`config.mk`:
```
export PLATFORM = sky130hd
export DESIGN_NAME = mux_tx_dma
export DESIGN_NICKNAME = d
export VERILOG_FILES = /design/src/rtl/mux_tx_dma.sv
export SDC_FILE = /design/constraint.sdc
export NUM_CORES = 2
export LEC_CHECK = 0
export BUFFER_PORTS_ARGS = -buffer_cell sky130_fd_sc_hd__buf_2
export CAP_MARGIN = 25
export CORE_MARGIN = 4
export CORE_UTILIZATION = 33
export CTS_CLUSTER_SIZE = 14
export DETAILED_ROUTE_END_ITERATION = 16
export GPL_TIMING_DRIVEN = 0
export HOLD_SLACK_MARGIN = 0.15
export PLACE_DENSITY = 0.49
export SYNTH_ARGS = -nofsm -noshare
export SYNTH_HDL_FRONTEND = slang
export SYNTH_SLANG_ARGS = --single-unit
```
`constraint.sdc`:
```
create_clock -name clk -period 5.1 [get_ports clk]
set_input_delay 1.02 -clock clk [delete_from_list [all_inputs] [get_ports clk]]
set_output_delay 1.02 -clock clk [all_outputs]
set_load 0.03 [all_outputs]
```
`src/rtl/mux_tx_dma.sv`:
```
module mux_tx_dma #(
  parameter int NLINES = 16,
  parameter int AW     = 22,
  parameter int LW     = $clog2(NLINES)
) (
  input  logic          clk,
  input  logic          rst_n,
  input  logic          hwr_en,
  input  logic [2:0]    hwr_addr,
  input  logic [15:0]   hwr_data,
  input  logic          hrd_en,
  input  logic [2:0]    hrd_addr,
  output logic [15:0]   hrd_data,
  output logic          irq,
  output logic          mem_req,
  output logic [AW-1:0] mem_addr,
  input  logic          mem_ack,
  input  logic [7:0]    mem_data,
  input  logic          mem_err,
  output logic          tx_valid,
  output logic [LW-1:0] tx_line,
  output logic [7:0]    tx_data,
  input  logic          tx_ready
);
  localparam int HW = AW - 16;

  typedef enum logic [1:0] {S_IDLE, S_FETCH, S_SEND} st_t;

  logic [LW-1:0] sel;
  logic          ie;
  logic [15:0]   cnt [NLINES];
  logic [AW-1:0] adr [NLINES];
  logic [NLINES-1:0] busy, abrt, rxen, txen, pend, pfault, pabort, elig;
  st_t           st;
  logic [LW-1:0] cur, rr, pick, head, idx;
  logic          found;
  logic [7:0]    tbyte;

  assign elig = busy & rxen & txen & ~abrt;

  always_comb begin
    pick  = '0;
    found = 1'b0;
    idx   = '0;
    for (int k = 1; k <= NLINES; k++) begin
      idx = LW'((int'(rr) + k) % NLINES);
      if (!found && elig[idx]) begin
        pick  = idx;
        found = 1'b1;
      end
    end
  end

  always_comb begin
    head = '0;
    for (int i = NLINES - 1; i >= 0; i--)
      if (pend[i]) head = LW'(i);
  end

  wire any_pend = |pend;
  wire pop      = hrd_en && hrd_addr == 3'd0 && any_pend;
  wire go       = hwr_en && hwr_addr == 3'd5 && hwr_data[15] && !busy[sel] && !abrt[sel];
  wire engaged  = st != S_IDLE;

  assign irq      = ie && any_pend;
  assign mem_req  = st == S_FETCH;
  assign mem_addr = adr[cur];
  assign tx_valid = st == S_SEND && !abrt[cur];
  assign tx_line  = cur;
  assign tx_data  = tbyte;

  always_comb begin
    hrd_data = '0;
    case (hrd_addr)
      3'd0: begin
        hrd_data[15]        = any_pend;
        hrd_data[14]        = any_pend && pfault[head];
        hrd_data[13]        = any_pend && pabort[head];
        hrd_data[8 +: LW]   = any_pend ? head : '0;
        hrd_data[6]         = ie;
        hrd_data[LW-1:0]    = sel;
      end
      3'd1: hrd_data[1:0] = {rxen[sel], abrt[sel]};
      3'd2: hrd_data[0]   = txen[sel];
      3'd3: hrd_data      = cnt[sel];
      3'd4: hrd_data      = adr[sel][15:0];
      3'd5: begin
        hrd_data[HW-1:0] = adr[sel][AW-1:16];
        hrd_data[15]     = busy[sel];
      end
      default: hrd_data = '0;
    endcase
  end

  always_ff @(posedge clk or negedge rst_n) begin
    if (!rst_n) begin
      sel <= '0; ie <= 1'b0;
      busy <= '0; abrt <= '0; rxen <= '0; txen <= '0;
      pend <= '0; pfault <= '0; pabort <= '0;
      st <= S_IDLE; cur <= '0; rr <= '0; tbyte <= '0;
      for (int i = 0; i < NLINES; i++) begin
        cnt[i] <= '0;
        adr[i] <= '0;
      end
    end else begin
      if (pop) pend[head] <= 1'b0;

      if (hwr_en) begin
        case (hwr_addr)
          3'd0: begin sel <= hwr_data[LW-1:0]; ie <= hwr_data[6]; end
          3'd1: begin abrt[sel] <= hwr_data[0]; rxen[sel] <= hwr_data[1]; end
          3'd2: txen[sel] <= hwr_data[0];
          3'd3: if (!busy[sel]) cnt[sel] <= hwr_data;
          3'd4: if (!busy[sel]) adr[sel][15:0] <= hwr_data;
          3'd5: if (!busy[sel]) adr[sel][AW-1:16] <= hwr_data[HW-1:0];
          default: ;
        endcase
      end

      if (go) begin
        if (cnt[sel] == '0) begin
          pend[sel] <= 1'b1; pfault[sel] <= 1'b0; pabort[sel] <= 1'b0;
        end else begin
          busy[sel] <= 1'b1;
        end
      end

      for (int i = 0; i < NLINES; i++) begin
        if (busy[i] && abrt[i] && !(engaged && cur == LW'(i))) begin
          busy[i] <= 1'b0;
          pend[i] <= 1'b1; pfault[i] <= 1'b0; pabort[i] <= 1'b1;
        end
      end

      case (st)
        S_IDLE: if (|elig) begin
          cur <= pick;
          rr  <= pick;
          st  <= S_FETCH;
        end
        S_FETCH: if (mem_ack) begin
          if (abrt[cur] || mem_err) begin
            busy[cur] <= 1'b0;
            pend[cur] <= 1'b1;
            pfault[cur] <= !abrt[cur];
            pabort[cur] <= abrt[cur];
            st <= S_IDLE;
          end else begin
            tbyte <= mem_data;
            st <= S_SEND;
          end
        end
        S_SEND: begin
          if (abrt[cur]) begin
            busy[cur] <= 1'b0;
            pend[cur] <= 1'b1; pfault[cur] <= 1'b0; pabort[cur] <= 1'b1;
            st <= S_IDLE;
          end else if (tx_ready) begin
            adr[cur] <= adr[cur] + AW'(1);
            cnt[cur] <= cnt[cur] - 16'd1;
            if (cnt[cur] == 16'd1) begin
              busy[cur] <= 1'b0;
              pend[cur] <= 1'b1; pfault[cur] <= 1'b0; pabort[cur] <= 1'b0;
            end
            st <= S_IDLE;
          end
        end
        default: st <= S_IDLE;
      endcase
    end
  end


  zero_done_chk: assert property (@(posedge clk) disable iff (!rst_n)
    (go && cnt[sel] == '0) |=> (pend[$past(sel)] && !busy[$past(sel)]));


  adv_chk: assert property (@(posedge clk) disable iff (!rst_n)
    (tx_valid && tx_ready) |=> (adr[$past(cur)] == $past(adr[cur]) + AW'(1)));


  abort_chk: assert property (@(posedge clk) disable iff (!rst_n)
    (st == S_SEND && abrt[cur]) |=> (pend[$past(cur)] && pabort[$past(cur)] && !busy[$past(cur)]));


  fault_chk: assert property (@(posedge clk) disable iff (!rst_n)
    (mem_req && mem_ack && mem_err && !abrt[cur]) |=> (pend[$past(cur)] && pfault[$past(cur)]));


  one_fetch_chk: assert property (@(posedge clk) disable iff (!rst_n)
    !(mem_req && tx_valid));


  enabled_chk: assert property (@(posedge clk) disable iff (!rst_n)
    (mem_req || tx_valid) |-> (busy[cur] && rxen[cur] && txen[cur]));
endmodule

```
==> impl_results.md <==
* Crit-path max cell delay at around 530 ps
* Fraction of the mapped netlist area in compound gates at between 15 and 20%
* Clock tree root buffer cell: clkbuf_16
* Final setup skew at 78.8 ps
* Largest net degree at the start of global routing at between 100 and 150
* Routed wire length at ~280 mm
* Post-layout nets at 4921
* Data required, critical path at approximately 4000 ps
* First-pass DRT Iterations at 7
* Reg-to-reg endpoint: pend[14]$_DFF_PN0_
* Synth Flop Type: dfrtp_1
* FF-to-FF Start: sel[1]$_DFFE_PN0P_
* RSZ-0062 raised after global routing: true
* Clock tree from TritonCTS: built
* Fin crit share at 101%
* Power per cell area at between 400 and 500 nW/um^2
* Chip Width at between 300 and 400 um
* Data arrival time at the worst-slack endpoint at 4150 ps
* Routed vias/inst at around 6.7
* Port buffer count at 80
* Count of flip-flops with a built-in enable after synthesis at 0
* Average size of a mapped cell at between 10 and 15 sq um
* Clock buffer depth at 3
* Area added between synthesis and finish at 19.2%
* Total nets after synthesis at ~4600
* RD Place Congestion at slightly above 1
* Vias after detailed routing at roughly 46000
* Full die area at approximately 150000 sq um
* Post-synth design cell area at between 40000 and 50000 sq um
* Antenna Nets Post-Route at 0
* Leakage power at about 23 nW
* Post-synthesis xor/xnor area fraction at less than 1%
* Clock network latency to the later pin of the worst-skew pair at between 700 and 800 ps
* Number of antenna violations at the first check in global routing at 22
* Count of H-tree levels built during CTS at 3
* Global route overflow at 0
* Number of buffers added by the clock tree synthesis step at between 90 and 100
* Global-route wire length before repair at between 300 and 400 mm
* Core Box Area at ~150000 sq um
* Max VDD drop at ~240 uV
* Initial standard-cell utilization of the core at around a third
* Largest driver fanout on the critical path at 10
* Filler Cell Count at roughly 14000
* Slack of the worst reg-to-reg path at -30 ps
* Result of the run: finished, violations left
* Clock period minus final worst setup slack at just over 5000 ps
* Average wire per cell in the routed design at around 40 um
* Final hold violation count at 0
* Simple logic cell fraction of the synthesized area at roughly 13%
* Number of global-route vias before repair at between 40000 and 50000
* Share of final-layout standard cells stronger than drive strength 1 at roughly a quarter
* Flip-flop and latch count after synthesis at about 740
* Maximum clock rate at roughly 190 MHz
* Most frequent cells in the layout: dfrtp_1, a21oi_1, mux4_2, nor2b_1, a211oi_1
* Post-detailed-placement cell area at approximately 53000 sq um
* Commonest non-fill, non-tap cell in the layout: dfrtp_1
* Multiplexer share of the synthesized area at between 20% and 30%
* Die height at 391 um
* Violated checks: negative setup slack
* Series of cell instances along the critical path: clkbuf_4 -> clkbuf_4 -> clkbuf_1 -> buf_8 -> buf_2 -> buf_8 -> mux4_2 -> a32oi_4 -> o21ai_2 -> buf_2
* GRT Total Usage at a little over a third
* Setup crit start kind: register
* Cells on worst reg2reg path at 13
* Ys Warns at 0
* Detailed-placement wirelength estimate at roughly 200 mm
* Critical path capture point type: primary output
* Setup WS post-layout at -70.4 ps
* Clock Pin Slew Worst Setup and Hold Paths at around 60 ps
* Fraction of registers with async set/reset at 100%
* Slew at the pin closest to its max-slew limit at 1210 ps
* Area contributors post-synth: dfrtp_1, mux4_2, a211oi_1, nor2b_1, a21oi_1
* Number of rows in the core area at 140
* Setup violators final at 6
* Sequential area share after synthesis at 38.2%
* Design area at 57700 sq um
* Worst max-slew margin expressed relative to the limit at 19.5%
* Post-synthesis cell type count at 77
* Top-area cell type share of the netlist area at between 30% and 40%
* I/O pin count at 90
* Dominant combinational cell family by area after synthesis: multiplexers
* CTS hold repair buffers at 0
* DR DRC count at 0
* Cell accounting for the most synthesized area: dfrtp_1
* Fraction of the mapped netlist area in adder cells at 0.517%
* Number of max-capacitance violations reported at 0
* Crit-path slowest cell: dfrtp_1
* Final cell utilization of the core at between 30 and 40%
* Hold/Removal Path Class: input port to asynchronous set/reset pin
* Path type of the worst setup path: register to primary output
* DRT iter0 DRCs at about 7000
* Number of clock sinks at around 740
* Max-slew violation count at 0
* Number of cells produced by synthesis at ~4500
where the power goes:
part	switching, mW	internal (mW)	total [mW]	leakage (nW)
combinational	5.82	3.62	9.44	11.7
sequential	0.777	6.78	7.56	10.0
clock	2.99	3.98	6.98	1.52
worst max path at each step:
stage                                   from                    to  depth (start not counted)
after global placement                 rst_n     adr[92]$_DFF_PN0_                          1
after floorplan           sel[0]$_DFFE_PN0P_           hrd_data[8]                          9
after global routing       pend[2]$_DFF_PN0_          hrd_data[13]                         10
after CTS                  rr[1]$_DFFE_PN0P_  pabort[11]$_DFF_PN0_                         13
after detailed placement   rr[1]$_DFFE_PN0P_    cnt[232]$_DFF_PN0_                         16
final                     sel[3]$_DFFE_PN0P_           hrd_data[8]                         10
cells by family (layout without fill, tap and decap cells):
group           Yosys count  in the layout
compound gates         1322           1322
xor+xnor                 46             46
fa+ha+maj                20             20
buf+inv                 484            881
flops                   739            739
mux                     739            739
other cells               0             21
simple gates           1186           1186
synthesized netlist by cell type, types with 38 or more instances:
| cell type | count |
|---|---|
| a211oi_1 | 392 |
| a21oi_1 | 484 |
| buf_1 | 55 |
| buf_2 | 98 |
| clkbuf_1 | 277 |
| dfrtp_1 | 739 |
| mux2_2 | 71 |
| mux2i_1 | 232 |
| mux4_2 | 436 |
| nand2_1 | 345 |
| nand3_1 | 64 |
| nor2_1 | 196 |
| nor2b_1 | 405 |
| o21ai_0 | 163 |
| o21ai_1 | 115 |
| o22ai_1 | 38 |
stage by stage:
step | power [mW] | hold WS [ps] | worst slack, ps | std cells | TNS [ps]
6_report | 24.0 | 240 | -70.4 | 6871 | -213
5_1_grt | 24.5 | 311 | -26.4 | 6854 | -57.3
4_1_cts | 23.4 | 302 | 0.995 | 6827 | 0
3_5_place_dp | 16.3 | 491 | -1760 | 6663 | -594210
3_3_place_gp | 16.1 | 488 | -14890 | 6533 | -
2_1_floorplan | 12.9 | 476 | 599 | 4536 | 0
worst max-delay path: cells and delay by family (launching register included):
kind,cells,cell delay (ps)
flip-flops,1,530
buffers and inverters,7,1840
AO/OA/AOI/OAI,2,580
multiplexers,1,420
flip-flops by register name (all words and copies together) (netlist names), 16 cells and up:
signal / flops
pend: 16
busy: 16
pabort: 16
cnt: 256
pfault: 16
txen: 16
adr: 352
rxen: 16
abrt: 16
cell type report:
class                   instances  area, sq um  share of cell area (%)
clock inverters                29          345                   0.599
inverters                      27          108                   0.187
multi-input cells            3313        28200                    49.0
well taps                    1917         2400                    4.16
plain buffers                 448         2530                    4.38
clock buffers                 135         2750                    4.76
flip-flops and latches        739        18500                    32.1
repair buffers                242         2740                    4.76
diodes                         21         52.6                  0.0911
layer usage:
metal,vias to the layer above,global-route usage [%],share of wire (%),wire [um]
met4,18,22.0,7.9,21800
met1,23500,43.4,36,100000
met2,3853,50.8,41,115000
met5,-,2.26,0.13,373
li1,17900,-,-,-
met3,1012,16.2,14,39900
repair_timing:
item                                    CTS  global route
resized for setup                       231            91
setup buffers                             5            15
pin swaps                                 4             3
endpoints found under the setup margin  686           475
Note: power is estimated with default switching activity, not from simulation.
